**config.mk**
```make
export PLATFORM = sky130hd
export DESIGN_NAME = pred_gate
export DESIGN_NICKNAME = d
export VERILOG_FILES = /design/src/rtl/pred_gate_pkg.sv /design/src/rtl/pred_gate_cfile.sv /design/src/rtl/pred_gate_slot.sv /design/src/rtl/pred_gate.sv
export SDC_FILE = /design/constraint.sdc
export NUM_CORES = 1
export LEC_CHECK = 0
export BUFFER_PORTS_ARGS = -buffer_cell sky130_fd_sc_hd__buf_2
export CAP_MARGIN = 25
export CORE_UTILIZATION = 45
export DETAILED_ROUTE_END_ITERATION = 6
export GPL_TIMING_DRIVEN = 0
export PLACE_DENSITY = 0.95
export SLEW_MARGIN = 20
export SYNTH_ARGS = -nofsm -noshare
export SYNTH_HDL_FRONTEND = slang
export SYNTH_HIERARCHICAL = 1
export SYNTH_SLANG_ARGS = --single-unit
```
**constraint.sdc**
```tcl
create_clock -name clk -period 4.02 [get_ports clk]
set_input_delay 0.603 -clock clk [delete_from_list [all_inputs] [get_ports clk]]
set_output_delay 0.603 -clock clk [all_outputs]
set_load 0.02 [all_outputs]
```
**src/rtl/pred_gate_pkg.sv**
```systemverilog
`timescale 1ns/1ps
package pred_gate_pkg;
    localparam int SEL_W = 3;
    localparam int NCOND = 5;

    typedef logic [SEL_W-1:0] psel_t;

    typedef struct packed {
        logic [NCOND-1:0] flag;
    } cond_state_t;

    typedef struct packed {
        logic hit;
        logic bit_val;
    } lookup_t;

    // Map a selector onto the flag file; hit is low for 000 and unmapped codes.
    function automatic lookup_t cond_lookup(input psel_t sel, input logic [NCOND-1:0] flags);
        lookup_t r;
        r = '0;
        for (int k = 0; k < NCOND; k++) begin
            if (sel == psel_t'(k + 1)) begin
                r.hit     = 1'b1;
                r.bit_val = flags[k];
            end
        end
        return r;
    endfunction
endpackage

```
**src/rtl/pred_gate_cfile.sv**
```systemverilog
`timescale 1ns/1ps
module pred_gate_cfile
    import pred_gate_pkg::*;
#(
    parameter int WR_PORTS = 2
) (
    input  logic                      clk,
    input  logic                      rst_n,
    input  logic [WR_PORTS-1:0]       wr_en,
    input  logic [WR_PORTS*SEL_W-1:0] wr_sel,
    input  logic [WR_PORTS-1:0]       wr_val,
    output logic [NCOND-1:0]          flags
);
    cond_state_t st_d, st_q;

    // Later ports are applied last, so the highest port wins a conflict.
    always_comb begin
        st_d = st_q;
        for (int p = 0; p < WR_PORTS; p++) begin
            for (int k = 0; k < NCOND; k++) begin
                if (wr_en[p] && (wr_sel[p*SEL_W +: SEL_W] == psel_t'(k + 1))) begin
                    st_d.flag[k] = wr_val[p];
                end
            end
        end
    end

    always_ff @(posedge clk) begin
        if (!rst_n) begin
            st_q <= '0;
        end else begin
            st_q <= st_d;
        end
    end

    assign flags = st_q.flag;
endmodule

```
**src/rtl/pred_gate_slot.sv**
```systemverilog
`timescale 1ns/1ps
module pred_gate_slot
    import pred_gate_pkg::*;
(
    input  logic             valid,
    input  psel_t            sel,
    input  logic             inv,
    input  logic [NCOND-1:0] flags,
    output logic             commit,
    output logic             illegal
);
    lookup_t lk;

    always_comb begin
        lk      = cond_lookup(sel, flags);
        commit  = valid & (lk.hit ? (lk.bit_val ^ inv) : 1'b1);
        illegal = valid & ~lk.hit & (sel != '0);
    end
endmodule

```
**src/rtl/pred_gate.sv**
```systemverilog
`timescale 1ns/1ps
module pred_gate
    import pred_gate_pkg::*;
#(
    parameter int SLOTS    = 8,
    parameter int WR_PORTS = 2
) (
    input  logic                      clk,
    input  logic                      rst_n,
    input  logic [WR_PORTS-1:0]       wr_en,
    input  logic [WR_PORTS*SEL_W-1:0] wr_sel,
    input  logic [WR_PORTS-1:0]       wr_val,
    input  logic [SLOTS-1:0]          slot_valid,
    input  logic [SLOTS*SEL_W-1:0]    slot_sel,
    input  logic [SLOTS-1:0]          slot_inv,
    output logic [SLOTS-1:0]          commit_en,
    output logic [SLOTS-1:0]          illegal_pred
);
    logic [NCOND-1:0] flags;

    pred_gate_cfile #(.WR_PORTS(WR_PORTS)) u_cfile (
        .clk    (clk),
        .rst_n  (rst_n),
        .wr_en  (wr_en),
        .wr_sel (wr_sel),
        .wr_val (wr_val),
        .flags  (flags)
    );

    for (genvar g = 0; g < SLOTS; g++) begin : g_slot
        pred_gate_slot u_slot (
            .valid   (slot_valid[g]),
            .sel     (slot_sel[g*SEL_W +: SEL_W]),
            .inv     (slot_inv[g]),
            .flags   (flags),
            .commit  (commit_en[g]),
            .illegal (illegal_pred[g])
        );
    end
endmodule

```
==> qor.yml, run 1 <==
run_status:
  outcome: "completed"
setup_path:
  worstPathRequired_ns: 3.42
  start_kind: "input pin"
  critPathCaptureType: "output pin"
  arrival_ns: 1.96
  rr_endpoint: "u_cfile/flags[4]"
  rrSetupSlack_ns: 3.11
  reg2reg_from: "u_cfile/flags[4]"
  worstSetupPathType: "in2out"
  r2r_cells: 2
  cp_max_fo: 4
layout:
  area_growth_pct: 40.4
  antenna_cells: 0
  largest_register_ffs: 5
  layout.nets: 243
  drive_gt1_share_pct: 42.6
routing:
  drc_errors: 0
  highest_layer: "met4"
  viasPerCell: 6.18
  dr_wl_met3_um: 196
  vias: 1340
  routedWlPerCell_um: 14.0
  drt_pass1_iterations: 4
  drtAntennaViolNets: 0
  drt_iter0_markers: 39
  wl_met1_um: 1180
  dr_wl_met2_um: 1590
  finalWirelength_um: 3040
synth:
  synth.area.top_cells: "mux2i_1, dfxtp_1, mux2_1"
  synth_seq_cells: 5
  syn-instance-count: 119
  seq_area_frac_synth_pct: 10.2
  synth_top_area_share_pct: 13.3
  synth_edf_count: 0
  yosys_most_used_dff: "dfxtp_1"
  postSynthAreaPerCell_um2: 8.23
  synthArstFlopShare_pct: 0
  yosysTopAreaCell: "mux2i_1"
  synth_nets: 171
  synth_commonest_cells: "a21oi_1, mux2i_1, o21ai_0"
  synth_cell_types: 18
  yosys_warnings: 6
  syn_area_um2: 980
grt:
  grtUsageTotal_pct: 25.9
  grt_pass1_vias: 1254
  grt_pass1_wl_um: 4970
  overflow: 0
  antenna_found_initial: 0
  grt_max_degree: 10
sta:
  slew_headroom_pct: 74.5
  setup_viol: 0
  period_minus_slack_ns: 2.57
  fmax_mhz: 390
  skew_ns: 0
  worst_pin_slew_ns: 0.382
  finalSetupTns_ns: 0
  slew_violations: 0
  grt_setup_unrepaired: "no"
  holdWs_ns: 0.634
  min_period_over_period_pct: 63.8
  hold_viol: 0
die:
  rows: 16
  initial_core_util_pct: 48.9
  fp.dieH_um: 48.7
  io_pins: 68
  fp.dieArea_um2: 2370
  core_area_um2: 2000
  die_x_um: 48.7
pwr:
  leakagePower_uw: 0.000702
  power.density_nw_per_um2: 176
  peakVddDrop_mv: 0.229
  total_power_uw: 241
placement:
  place_hpwl_um: 2390
  globalplace.congestion: 0.794
  io_buffers: 67
clock_tree:
  cts.sinks: 5
  cts_hold_buf: 0
  ctsResizeCount: 0
  path_clk_slew_ns: 0.04
  post-cts-setup-buffers: 0
  htree_levels: 1
  cts_made_buffers: 3
  cts.path.max_buffers: 2
  cts_root_buffer: "clkbuf_4"
  cts_tree: "done"
  clkLatencyLatePin_ns: 0.24
flow_run:
  maxCapViolations: 0
min_path:
  hp-class: "in2reg"
  hold_depth: 3
  whs_endpoint: "u_cfile/flags[0]"
  hp-start: "rst_n"
==> layout by cell type (no fill, tap or decap) <==
cell,synthesis,final
o41ai_1,1,1
dfxtp_1,5,5
nand4b_1,4,4
mux2i_1,13,13
nand4bb_1,2,2
and4bb_2,3,3
a221o_1,8,8
o21ai_0,12,12
clkbuf_1,0,1
and3b_1,8,8
and3_1,8,8
nand3_1,8,8
buf_2,0,67
nor3_1,8,8
nand2_1,1,1
a211o_1,8,8
mux2_1,8,8
nor2b_2,8,8
clkbuf_4,0,3
a21oi_1,13,13
or3_1,1,1
==> kinds of logic (layout without fill, tap and decap cells) <==
kind of cell,Yosys count,after routing,synth area share [%]
DFF,5,5,10.2
buffers and inverters,0,71,0
AOI/OAI and AO/OA,42,42,29.0
muxes,21,21,22.5
and+or+nand+nor,51,51,38.3
==> power breakdown <==
part           switching (µW)  internal, µW  leakage [µW]  total (µW)
sequential               6.58          52.3     0.0000408        58.9
clock                    22.1          37.6     0.0000150        59.7
combinational            63.5          59.3      0.000646         123
==> final cells by class <==
type | instances | area [µm²]
multi-input cells | 114 | 880
fillers | 165 | 627
well taps | 27 | 33.8
repair buffers | 67 | 335
clock buffers | 4 | 26.3
flip-flops and latches | 5 | 100
==> metrics by stage <==
step	std cells	area [µm²]	utilization (%)	setup WS, ns
floorplan	119	980	-	1.82
global placement	213	1350	67.4	1.56
detailed placement	213	1350	67.4	1.48
CTS	217	1380	68.7	1.48
global route	217	1380	68.7	1.43
finish	217	1380	68.7	1.45
==> layer usage <==
layer	global-route usage, %	up-vias
met1	23.9	621
li1	-	641
met2	52.5	66
met5	0	-
met4	9.31	0
met3	6.92	12
==> how the worst max path moves through the flow <==
| stage | start | end | slack, ns | cells after the start |
|---|---|---|---|---|
| after detailed placement | slot_sel[0] | commit_en[0] | 1.48 | 6 |
| after global routing | slot_sel[0] | commit_en[0] | 1.43 | 6 |
| after global placement | slot_sel[6] | commit_en[2] | 1.56 | 6 |
| after CTS | slot_sel[0] | commit_en[0] | 1.48 | 6 |
| after floorplan | slot_sel[0] | commit_en[0] | 1.82 | 4 |
| final | slot_sel[3] | commit_en[1] | 1.45 | 6 |
==> critical path, stage by stage <==
cell and delay [ns]:
buf_2 0.12, mux2_1 0.33, a221o_1 0.39, a21oi_1 0.17
and3b_1 0.19, buf_2 0.15
No activity file was read; power rests on OpenSTA's default activity.
==> run 2, diff against run 1 <==
--- a/config.mk
+++ b/config.mk
@@ -5,12 +5,13 @@
 export SDC_FILE = /design/constraint.sdc
 export NUM_CORES = 1
 export LEC_CHECK = 0
+export ABC_AREA = 1
 export BUFFER_PORTS_ARGS = -buffer_cell sky130_fd_sc_hd__buf_2
 export CAP_MARGIN = 25
-export CORE_UTILIZATION = 45
+export CORE_UTILIZATION = 42
 export DETAILED_ROUTE_END_ITERATION = 6
 export GPL_TIMING_DRIVEN = 0
-export PLACE_DENSITY = 0.95
+export PLACE_DENSITY = 0.88
 export SLEW_MARGIN = 20
 export SYNTH_ARGS = -nofsm -noshare
 export SYNTH_HDL_FRONTEND = slang
==> constraint.sdc (replaced) <==
create_clock -name clk -period 2.3 [get_ports clk]
set_input_delay 0.345 -clock clk [delete_from_list [all_inputs] [get_ports clk]]
set_output_delay 0.345 -clock clk [all_outputs]
set_load 0.02 [all_outputs]
==> run 2 against run 1 <==
Count of clock-buffer cells in the layout stayed put. The run now ends with DRC left. Cell count is 71% higher. Power is 98% higher. Sequential share of layout area is 1.4 points lower. Global-route usage is 5.1 points lower. Critical path type is now reg2out. Sequential power is 78% higher. Hold slack worse by 0.27 ns. Core utilization is 8.8 points lower. Flip-flop and latch count stayed put. Synthesized area is 34% higher. Clock skew stayed put. Register-to-register slack worse by 1.7 ns. Largest cell class unchanged.
==> qor.yml, run 2 <==
run_status:
  outcome: "complete, but fails checks"
  violations: "DRC"
setup_path:
  start_kind: "flip-flop"
  reg2reg_from: "u_cfile/flags[3]"
  critPathCaptureType: "output pin"
  rrSetupSlack_ns: 1.45
  rr_endpoint: "u_cfile/flags[3]"
  arrival_ns: 1.50
  r2r_cells: 2
  cp_max_fo: 9
  worstPathRequired_ns: 1.96
  worstSetupPathType: "reg2out"
die:
  rows: 19
  fp.dieH_um: 57.8
  initial_core_util_pct: 45.9
  fp.dieArea_um2: 3340
  core_area_um2: 2850
  die_x_um: 57.8
  io_pins: 68
sta:
  fmax_mhz: 543
  grt_setup_unrepaired: "no"
  slew_headroom_pct: 75.8
  worst_pin_slew_ns: 0.363
  slew_violations: 0
  setup_viol: 0
  hold_viol: 0
  skew_ns: 0
  fin_ws_ns: 0.458
  min_period_over_period_pct: 80.1
  finalSetupTns_ns: 0
  period_minus_slack_ns: 1.84
pwr:
  leakagePower_uw: 0.00109
  power.density_nw_per_um2: 280
  peakVddDrop_mv: 0.225
  total_power_uw: 478
min_path:
  hold_depth: 3
  whs_endpoint: "u_cfile/flags[3]"
  hp-class: "in2reg"
  hp-start: "rst_n"
synth:
  syn_area_um2: 1310
  synth_top_area_share_pct: 17.6
  yosys_warnings: 6
  yosysTopAreaCell: "nand3_1"
  synth_commonest_cells: "inv_1, nand2_1, nand3_1"
  yosysMostFrequentCell: "inv_1"
  synth_nets: 321
  synthArstFlopShare_pct: 0
  seq_area_frac_synth_pct: 7.65
  syn-instance-count: 269
  synth_cell_types: 14
  yosys_most_used_dff: "dfxtp_1"
  synth.area.top_cells: "nand3_1, inv_1, nand2_1"
  postSynthAreaPerCell_um2: 4.87
  synth_edf_count: 0
  synth_seq_cells: 5
layout:
  postLayoutCellArea_um2: 1710
  drive_gt1_share_pct: 32.9
  regArea_um2: 100
  final_cell_mix: "buf_2, inv_1, nand2_1"
  stdcell_count: 371
  largest_register_ffs: 5
  final_common_cell: "buf_2"
  nFillCells: 302
  area_growth_pct: 30.6
  layout.nets: 393
  antenna_cells: 0
  multiInputGateArea_um2: 920
routing:
  finalWirelength_um: 3300
  vias: 1789
  drtAntennaViolNets: 0
  drc_errors: 6
  drt_pass1_iterations: 6
  drt_iter0_markers: 139
  routedWlPerCell_um: 8.89
  viasPerCell: 4.82
grt:
  grtUsageTotal_pct: 20.7
  grt_max_degree: 10
  antenna_found_initial: 0
  grt_pass1_wl_um: 5640
  grt_pass1_vias: 1500
  overflow: 0
clock_tree:
  ctsResizeCount: 0
  cts.sinks: 5
  path_clk_slew_ns: 0.04
  post-cts-setup-buffers: 0
  cts_root_buffer: "clkbuf_4"
  htree_levels: 1
  cts_hold_buf: 0
  clkLatencyLatePin_ns: 0.25
  cts_made_buffers: 3
  cts.path.max_buffers: 2
  cts_tree: "done"
placement:
  dpl_worst_slack_ns: 0.715
  place_area_um2: 1680
  globalplace.congestion: 0.839
  io_buffers: 67
  place_hpwl_um: 2600
  dp.cells: 367
flow_run:
  maxCapViolations: 0
## run 2: area by class of cell
class / count / share of cell area, %
repair buffers: 67 / 19.6
inverters: 77 / 16.9
well taps: 31 / 2.27
flip-flops and latches: 5 / 5.86
multi-input cells: 187 / 53.8
clock buffers: 4 / 1.54
## run 2: worst max-delay path by stage
stage / startpoint / to / slack [ns]
finish: u_cfile/flags[1] / commit_en[4] / 0.46
global route: u_cfile/flags[0] / commit_en[0] / 0.25
global placement: u_cfile/flags[1] / commit_en[4] / 0.72
floorplan: u_cfile/flags[1] / commit_en[0] / 0.86
detailed placement: u_cfile/flags[0] / commit_en[6] / 0.72
CTS: u_cfile/flags[0] / commit_en[6] / 0.43
## run 2: critical path, cell delays in order (launching register included)
cell and delay [ns]:
dfxtp_1 0.52, inv_1 0.07, nand2_1 0.07, nand3_1 0.08, nand2_2 0.09, nand3_1 0.06, nand2_1 0.06, nor2_1 0.04
nor2_1 0.08, buf_2 0.17
## run 2: kinds of logic (layout without fill, tap and decap cells)
logic type	after synthesis	count (layout)	share of synthesized area, %
AO/OA/AOI/OAI	20	20	9.94
AND/OR/NAND/NOR	167	167	60.3
flip-flops	5	5	7.65
buffers and inverters	77	148	22.1
## run 2: metal layers
| layer | up-vias | track usage, % | wire (µm) |
|---|---|---|---|
| li1 | 977 | - | - |
| met1 | 758 | 25.2 | 1520 |
| met2 | 51 | 37.8 | 1570 |
| met3 | 3 | 2.90 | 190 |
| met4 | 0 | 5.78 | 27 |
| met5 | - | 0 | 0 |
## run 2: through the flow
stage | hold slack, ns | util (%)
after floorplan | 0.454 | -
final | 0.360 | 59.9
after detailed placement | 0.618 | 59.0
after global placement | 0.609 | 59.0
after CTS | 0.351 | 59.9
after global routing | 0.384 | 59.9
## run 2: power breakdown
part / leakage [µW] / internal [µW] / switching [µW]
combinational: 0.00104 / 105 / 160
sequential: 0.0000408 / 91.7 / 13.1
clock: 0.0000150 / 66.0 / 42.5
